## config.mk

```make
export PLATFORM = sky130hd
export DESIGN_NAME = mw_watch_unit
export DESIGN_NICKNAME = d
export VERILOG_FILES = /design/src/rtl/mw_pkg.sv /design/src/rtl/mw_line_math.sv /design/src/rtl/mw_snoop_match.sv /design/src/rtl/mw_watch_ctrl.sv /design/src/rtl/mw_watch_unit.sv
export SDC_FILE = /design/constraint.sdc
export NUM_CORES = 1
export LEC_CHECK = 0
export ABC_AREA = 0
export CORE_MARGIN = 1
export CORE_UTILIZATION = 41
export DETAILED_ROUTE_END_ITERATION = 7
export PLACE_DENSITY = 0.85
export SYNTH_ARGS = -nofsm -noshare
export SYNTH_HDL_FRONTEND = slang
export SYNTH_HIERARCHICAL = 1
export SYNTH_SLANG_ARGS = --single-unit
```

## constraint.sdc

```tcl
create_clock -name clk -period 2.8 [get_ports clk]
set_input_delay 0.42 -clock clk [delete_from_list [all_inputs] [get_ports clk]]
set_output_delay 0.42 -clock clk [all_outputs]
set_load 0.005 [all_outputs]
```

## src/rtl/mw_pkg.sv

```systemverilog
package mw_pkg;
  typedef struct packed {
    logic armed;
    logic waiting;
    logic pending;
    logic halt;
  } mw_flags_t;
endpackage

```

## src/rtl/mw_line_math.sv

```systemverilog
module mw_line_math #(
  parameter int ADDR_W      = 32,
  parameter int LINE_BYTES  = 64,
  parameter int PROBE_BYTES = 8
) (
  input  logic [ADDR_W-1:0]              vaddr,
  input  logic [ADDR_W-1:0]              paddr,
  output logic [ADDR_W-1:0]              paddr_line,
  output logic [$clog2(PROBE_BYTES):0]   probe_size
);
  localparam int OFF_W = $clog2(LINE_BYTES);
  localparam int RW    = OFF_W + 1;
  localparam int SZ_W  = $clog2(PROBE_BYTES) + 1;
  localparam logic [ADDR_W-1:0] LINE_MASK = ~(ADDR_W'(LINE_BYTES) - ADDR_W'(1));

  logic [RW-1:0] room;

  always_comb begin
    paddr_line = paddr & LINE_MASK;
    room       = RW'(LINE_BYTES) - {1'b0, vaddr[OFF_W-1:0]};
    if (room < RW'(PROBE_BYTES)) probe_size = SZ_W'(room);
    else                         probe_size = SZ_W'(PROBE_BYTES);
  end
endmodule

```

## src/rtl/mw_snoop_match.sv

```systemverilog
module mw_snoop_match #(
  parameter int ADDR_W = 32
) (
  input  logic              snoop_valid,
  input  logic [ADDR_W-1:0] snoop_addr,
  input  logic [ADDR_W-1:0] watch_line,
  input  logic              armed,
  input  logic              waiting,
  output logic              hit
);
  always_comb begin
    hit = snoop_valid && armed && waiting && (snoop_addr == watch_line);
  end
endmodule

```

## src/rtl/mw_watch_ctrl.sv

```systemverilog
module mw_watch_ctrl
  import mw_pkg::*;
#(
  parameter int ADDR_W = 32
) (
  input  logic              clk,
  input  logic              rst_n,
  input  logic              arm_valid,
  input  logic [ADDR_W-1:0] arm_vaddr,
  input  logic              wait_valid,
  input  logic [ADDR_W-1:0] wait_line,
  input  logic              snoop_valid,
  input  logic              hit,
  output mw_flags_t         flags,
  output logic [ADDR_W-1:0] vaddr_q,
  output logic [ADDR_W-1:0] line_q,
  output logic              wake_q
);
  mw_flags_t         flags_n;
  logic [ADDR_W-1:0] line_n;
  logic              line_en;
  logic              wait_take;
  logic              pend_eff;

  always_comb begin
    flags_n   = flags;
    line_n    = line_q;
    pend_eff  = flags.pending | hit;
    wait_take = wait_valid & ~pend_eff;
    if (hit) begin
      flags_n.waiting = 1'b0;
      flags_n.halt    = 1'b0;
      flags_n.pending = 1'b1;
    end
    if (arm_valid) begin
      flags_n.armed = 1'b1;
      line_n        = '0;
    end
    if (wait_valid) begin
      if (pend_eff) begin
        flags_n.pending = 1'b0;
      end else begin
        flags_n.waiting = 1'b1;
        flags_n.halt    = 1'b1;
        line_n          = wait_line;
      end
    end
    line_en = arm_valid | wait_take;
  end

  always_ff @(posedge clk or negedge rst_n) begin
    if (!rst_n) begin
      flags  <= '0;
      wake_q <= 1'b0;
    end else begin
      flags  <= flags_n;
      wake_q <= hit;
    end
  end

  always_ff @(posedge clk or negedge rst_n) begin
    if (!rst_n)         vaddr_q <= '0;
    else if (arm_valid) vaddr_q <= arm_vaddr;
  end

  always_ff @(posedge clk or negedge rst_n) begin
    if (!rst_n)       line_q <= '0;
    else if (line_en) line_q <= line_n;
  end

  assert_wake_single_R7: assert property (@(posedge clk) disable iff (!rst_n)
    wake_q |=> !wake_q);
  assert_wake_drops_halt_R5: assert property (@(posedge clk) disable iff (!rst_n)
    wake_q |-> !flags.halt);
  assert_halt_from_wait_R3: assert property (@(posedge clk) disable iff (!rst_n)
    $rose(flags.halt) |-> $past(wait_valid));
  assert_wake_sets_pending_R6: assert property (@(posedge clk) disable iff (!rst_n)
    (wake_q && !$past(wait_valid)) |-> flags.pending);
  assert_idle_snoop_ignored_R8: assert property (@(posedge clk) disable iff (!rst_n)
    (snoop_valid && !(flags.armed && flags.waiting)) |=> !wake_q);
endmodule

```

## src/rtl/mw_watch_unit.sv

```systemverilog
module mw_watch_unit
  import mw_pkg::*;
#(
  parameter int ADDR_W      = 32,
  parameter int LINE_BYTES  = 64,
  parameter int PROBE_BYTES = 8
) (
  input  logic                          clk,
  input  logic                          rst_n,
  input  logic                          arm_valid,
  input  logic [ADDR_W-1:0]             arm_vaddr,
  input  logic                          wait_valid,
  input  logic [ADDR_W-1:0]             wait_paddr,
  input  logic                          snoop_valid,
  input  logic [ADDR_W-1:0]             snoop_addr,
  output logic                          halt_req,
  output logic                          wake,
  output logic [ADDR_W-1:0]             watch_line,
  output logic [ADDR_W-1:0]             probe_addr,
  output logic [$clog2(PROBE_BYTES):0]  probe_size
);
  localparam int OFF_W = $clog2(LINE_BYTES);

  mw_flags_t         flags;
  logic [ADDR_W-1:0] vaddr_q;
  logic [ADDR_W-1:0] line_q;
  logic [ADDR_W-1:0] wait_line;
  logic              hit;
  logic              wake_q;

  mw_line_math #(
    .ADDR_W(ADDR_W), .LINE_BYTES(LINE_BYTES), .PROBE_BYTES(PROBE_BYTES)
  ) u_math (
    .vaddr(vaddr_q), .paddr(wait_paddr),
    .paddr_line(wait_line), .probe_size(probe_size)
  );

  mw_snoop_match #(.ADDR_W(ADDR_W)) u_match (
    .snoop_valid(snoop_valid), .snoop_addr(snoop_addr), .watch_line(line_q),
    .armed(flags.armed), .waiting(flags.waiting), .hit(hit)
  );

  mw_watch_ctrl #(.ADDR_W(ADDR_W)) u_ctrl (
    .clk(clk), .rst_n(rst_n),
    .arm_valid(arm_valid), .arm_vaddr(arm_vaddr),
    .wait_valid(wait_valid), .wait_line(wait_line),
    .snoop_valid(snoop_valid), .hit(hit),
    .flags(flags), .vaddr_q(vaddr_q), .line_q(line_q), .wake_q(wake_q)
  );

  assign halt_req   = flags.halt;
  assign wake       = wake_q;
  assign watch_line = line_q;
  assign probe_addr = vaddr_q;

  assert_line_aligned_R3: assert property (@(posedge clk) disable iff (!rst_n)
    watch_line[OFF_W-1:0] == '0);
  assert_probe_bounds_R9: assert property (@(posedge clk) disable iff (!rst_n)
    (probe_size != '0) && (probe_size <= ($clog2(PROBE_BYTES)+1)'(PROBE_BYTES)));
endmodule

```

==> run metrics, run 1 <==
largest net degree at the start of global routing 66; overall routing resource usage 0.184; YS warnings 6; Leak approximately 2.2 nW; synth cell count leaders dfrtp_1 (69), mux2_2 (62), buf_4 (32), nor2b_1 (32); Final Setup Violations 0; top cells by area, synth dfrtp_1 (50%), mux2_2 (20%), buf_4 (6.9%); metal2 WL around 4.3 mm; multi-input logic area 1440 um^2; Pre-Repair DR Iteration Count 4; Worst Path Required ~2.4 ns; chip height 94.0 um; Vias 2475; post-DR wirelength/cell between 15 and 20 um; clk slew on worst S/H paths 0.07 ns; DIE AREA just under 9000 um^2; Post-synth EDFFs 0; post-synth top area cell dfrtp_1; R2R setup slack 0.57 ns; Syn Std Cell Area roughly 3500 um^2; post-synth top area share 0.497; Rows 33; CTS tree built; Layout area overhead 50.6%; Netlist cell types 31; max-slew violation count 0; Final Hold Fails 0; gr ovfl total 0; CTS H-Tree Depth 3; Reg area 1730 um^2; Worst setup EP type output pin; CP Data Arrival Time 2.10 ns; peak fanout along the critical path 7; CP Launch Point u_ctrl/vaddr_q[0]$_DFFE_PN0P_; Area after DPL 5000 um^2; status finished clean; CTS buffer count 9; first-pass GRT wire length 12.4 mm; Top FF cell, synth dfrtp_1; Worst slew margin 0.498; post-DP HPWL 5.91 mm; reg-to-reg critical path endpoint u_ctrl/line_q[14]$_DFFE_PN0P_; fin crit share 0.899; total I/O pin count 171; Die Width roughly 94 um; highest metal used met4; CTS Hold Bufs 0; GP Congestion 0.705; post-route setup TNS 0 ns; WL met1 between 3 and 4 mm; Crit Path Category reg2out; First DRT Iteration DRCs 39; worst-case clock buffer depth 2; R2R depth 7; post-CTS setup buffer count 0; Initial Utilization 0.423; Async S/R FF share, synth 1.00; WHS 0.119 ns; Period minus WS final 2.52 ns; cts repair resizes 0; ant diodes 0; worst min path class in2async; Worst setup endpoint probe_size[2]; initial antenna violation count 0; synthesized area per cell approximately 13 um^2; P per Cell Area 500 nW/um^2; #FFs+latches synth 69; most frequent cell after synthesis dfrtp_1; CTS Root Buffer Type clkbuf_8; worst skew pair latency 0.33 ns; drt total wl around 8.0 mm; Seq/Total Area, Yosys 0.497; worst vdd ir 0.239 mV; Cells after Synth 277; filler instances 667; DRT antenna net count 0; # port buffers 164; clk sinks 69; measured slew at the worst slew-check pin roughly 0.75 ns; layout cells sized above 1 0.211; worst reg2reg path startpoint u_ctrl/line_q[16]$_DFFE_PN0P_; max_cap viols 0; Core Area between 8000 and 9000 um^2; f_max 397 MHz; pre-CTS WS approximately 0.094 ns; nets 523; DRC 0; Detail Route met3 WL 484 um; vias in the first global route 2627; startpoint types flop; Setup Skew between 0.005 and 0.006 ns; fin area roughly 5200 um^2; final setup margin 0.283 ns; Via density 4.66; RSZ-0062 raised after global routing no
==> area by class of cell <==
| cell class | instances | area share |
|---|---|---|
| flip-flops and latches | 69 | 0.330 |
| repair buffers | 170 | 0.323 |
| multi-input cells | 167 | 0.276 |
| clock buffers | 12 | 0.0297 |
| well taps | 105 | 0.0251 |
| clock inverters | 4 | 0.0134 |
| inverters | 4 | 0.00287 |
==> logic make-up after synthesis <==
kind of cell,share of synthesized area
xor+xnor,0.0807
compound gates,0.00937
simple gates,0.105
buf+inv,0.0930
flops,0.497
fa+ha+maj,0.00360
other cells,0.00108
mux,0.210
==> layer usage <==
| layer | global-route usage | up-vias |
|---|---|---|
| li1 | - | 1175 |
| met5 | 0 | - |
| met2 | 0.327 | 88 |
| met3 | 0.0429 | 8 |
| met4 | 0.0692 | 0 |
| met1 | 0.214 | 1204 |
==> worst min path at each step <==
stage / startpoint / cells after the start / to
finish: rst_n / 2 / u_ctrl/vaddr_q[5]$_DFFE_PN0P_
global route: rst_n / 2 / u_ctrl/vaddr_q[4]$_DFFE_PN0P_
CTS: rst_n / 2 / u_ctrl/vaddr_q[5]$_DFFE_PN0P_
detailed placement: u_ctrl/flags[3]$_DFFE_PN0P_ / 1 / u_ctrl/flags[3]$_DFFE_PN0P_
global placement: u_ctrl/flags[3]$_DFFE_PN0P_ / 1 / u_ctrl/flags[3]$_DFFE_PN0P_
floorplan: rst_n / 0 / u_ctrl/flags[0]$_DFF_PN0_
==> state kept, by name, summed over array words and instances, names as in the netlist <==
name,cells
u_ctrl/vaddr_q,32
u_ctrl/wake_q,1
u_ctrl/line_q,32
u_ctrl/flags,4
==> layout by cell type, fill, tap and decap left out, types with 2 or more instances in the layout <==
cell type / n
nand2_1: 2
or2_2: 2
clkbuf_8: 11
nand4_1: 5
nor2b_1: 32
nor2_1: 4
a21oi_1: 2
clkinv_2: 2
nand3_1: 2
inv_1: 4
xor2_1: 16
buf_2: 2
dfrtp_1: 69
conb_1: 6
mux2_2: 62
bufinv_16: 2
mux2_1: 2
nor4_1: 4
xnor2_1: 16
buf_4: 5
clkdlybuf4s50_1: 162
==> worst max-delay path, cell delays in order (launching register included) <==
cell,delay [ns]
dfrtp_1,0.44
or3_1,0.39
a211o_1,0.31
a21oi_2,0.12
clkdlybuf4s50_1,0.50
==> stage by stage <==
step,utilization,std cells,power [mW]
after detailed placement,0.609,515,1.73
after floorplan,-,282,1.39
after global placement,0.609,515,1.71
after global routing,0.636,531,2.75
after CTS,0.636,531,2.66
final,0.636,531,2.61
==> report_power, final <==
group	total, mW	switching (mW)	internal (mW)
Combinational	0.564	0.172	0.391
Clock	0.905	0.357	0.548
Sequential	1.14	0.0644	1.08
Power figures use the tool's default switching activity.
==> run 2, diff against run 1 <==
CORE_MARGIN = 3   (was 1)
SKIP_LAST_GASP = 1   (was default)
==> run metrics, run 2 (synthesized netlist as in run 1, its figures left out) <==
status finished clean; final cell count without fillers 528; placed cells 512; max incr delay on CP 0.50 ns; largest net degree at the start of global routing 39; worst min path class in2async; layout cells sized above 1 0.214; clk slew on worst S/H paths 0.08 ns; DIE AREA 9610 um^2; Period minus WS final between 2 and 3 ns; Die Width 98.0 um; Internal Power 2.11 mW; clock power share 0.374; worst-case clock buffer depth 2; cell chain of the critical path or3_1 -> a211o_1 -> a21oi_2 -> clkdlybuf4s50_1; multi-input logic area 1440 um^2; final setup margin approximately 0.25 ns; most frequent cells in the layout clkdlybuf4s50_1 (162), dfrtp_1 (69), mux2_2 (62); initial antenna violation count 0; Initial Utilization 0.436; fin crit share 0.912; reg-to-reg critical path endpoint u_ctrl/line_q[13]$_DFFE_PN0P_; filler instances 632; post-route setup TNS 0 ns; drt total wl ~8.3 mm; DRC 0; Worst slew margin 0.492; clk sinks slightly below 70; Worst setup EP type output pin; max_cap viols 0; vias in the first global route 2779; post-DP HPWL 6.26 mm; Final Setup Violations 0; sw frac 0.226; P per Cell Area 518 nW/um^2; CP Data Arrival Time roughly 2.1 ns; RSZ-0062 raised after global routing no; total I/O pin count roughly 170; post-CTS setup buffer count 0; Logic pwr share 0.207; overall routing resource usage 0.177; R2R setup slack 0.60 ns; f_max 391 MHz; Final Power 2.73 mW; DRT antenna net count 0; Leak 2.18 nW; nets 523; post-DR wirelength/cell 15.7 um; worst reg2reg path startpoint u_ctrl/line_q[3]$_DFFE_PN0P_; First DRT Iteration DRCs 45; Pre-Repair DR Iteration Count 4; chip height approximately 98 um; cts repair resizes 0; Seq pwr share 0.419; worst skew pair latency about 0.34 ns; startpoint types flop; # port buffers approximately 160; Worst Path Required 2.38 ns; Final Hold Fails 0; gr ovfl total 0; max-slew violation count 0; CTS H-Tree Depth 3; Rows 32; pre-CTS WS 0.141 ns; largest registers u_ctrl/line_q x32, u_ctrl/vaddr_q x32, u_ctrl/flags x4; Slowest cell on crit path clkdlybuf4s50_1; Layout area overhead 51.8%; first-pass GRT wire length 13.6 mm; GP Congestion 0.767; Psw between 0.6 and 0.7 mW; Core Area 7970 um^2; ant diodes 0; Reg area ~1700 um^2; WHS 0.128 ns; CTS tree built; commonest non-fill, non-tap cell in the layout clkdlybuf4s50_1; CTS buffer count 9; CTS Hold Bufs 0; Crit Path Category reg2out; R2R depth 7; Vias 2516; measured slew at the worst slew-check pin 0.762 ns; Setup Skew 0.0103 ns; CTS Root Buffer Type clkbuf_8; peak fanout along the critical path 7; worst vdd ir roughly 0.28 mV; Via density 4.77
==> run 2: power groups by stage <==
stage / clock network (mW) / registers (mW) / logic, mW
2_1_floorplan: 0 / 1.16 / 0.228
6_report: 1.02 / 1.14 / 0.565
4_1_cts: 1.05 / 1.15 / 0.574
3_3_place_gp: 0 / 1.16 / 0.557
5_1_grt: 1.09 / 1.16 / 0.611
3_5_place_dp: 0 / 1.16 / 0.572
==> run 2: routing by layer <==
metal  GRT usage  wire length (um)
met5           0                 0
met4      0.0575                80
met3      0.0493               637
met2       0.314              4310
met1       0.206              3270
==> run 2: how the worst max path moves through the flow <==
stage	end	startpoint
after floorplan	u_ctrl/line_q[10]$_DFFE_PN0P_	u_ctrl/line_q[3]$_DFFE_PN0P_
after global placement	u_ctrl/line_q[21]$_DFFE_PN0P_	snoop_addr[15]
after detailed placement	u_ctrl/line_q[20]$_DFFE_PN0P_	snoop_addr[15]
after CTS	probe_size[2]	u_ctrl/vaddr_q[0]$_DFFE_PN0P_
after global routing	probe_size[1]	u_ctrl/vaddr_q[0]$_DFFE_PN0P_
final	probe_size[2]	u_ctrl/vaddr_q[0]$_DFFE_PN0P_
==> run 2: final cells by class <==
type / instances / share of cell area
sequential: 69 / 0.328
clock buffer: 11 / 0.0287
inverter: 4 / 0.00285
timing repair buffer: 170 / 0.323
multi-input combinational: 167 / 0.274
tap: 102 / 0.0242
clock inverter: 5 / 0.0202
==> run 2: per-stage QoR <==
step	util	area, um^2
after floorplan	-	3490
after global placement	0.629	5010
after detailed placement	0.629	5010
after CTS	0.661	5270
after global routing	0.661	5270
final	0.661	5270
==> run 2: critical path, delay by kind of cell, from the launching register on <==
family	cells	cell delay [ns]
buf+inv	1	0.50
flops	1	0.45
compound gates	2	0.44
simple gates	1	0.40
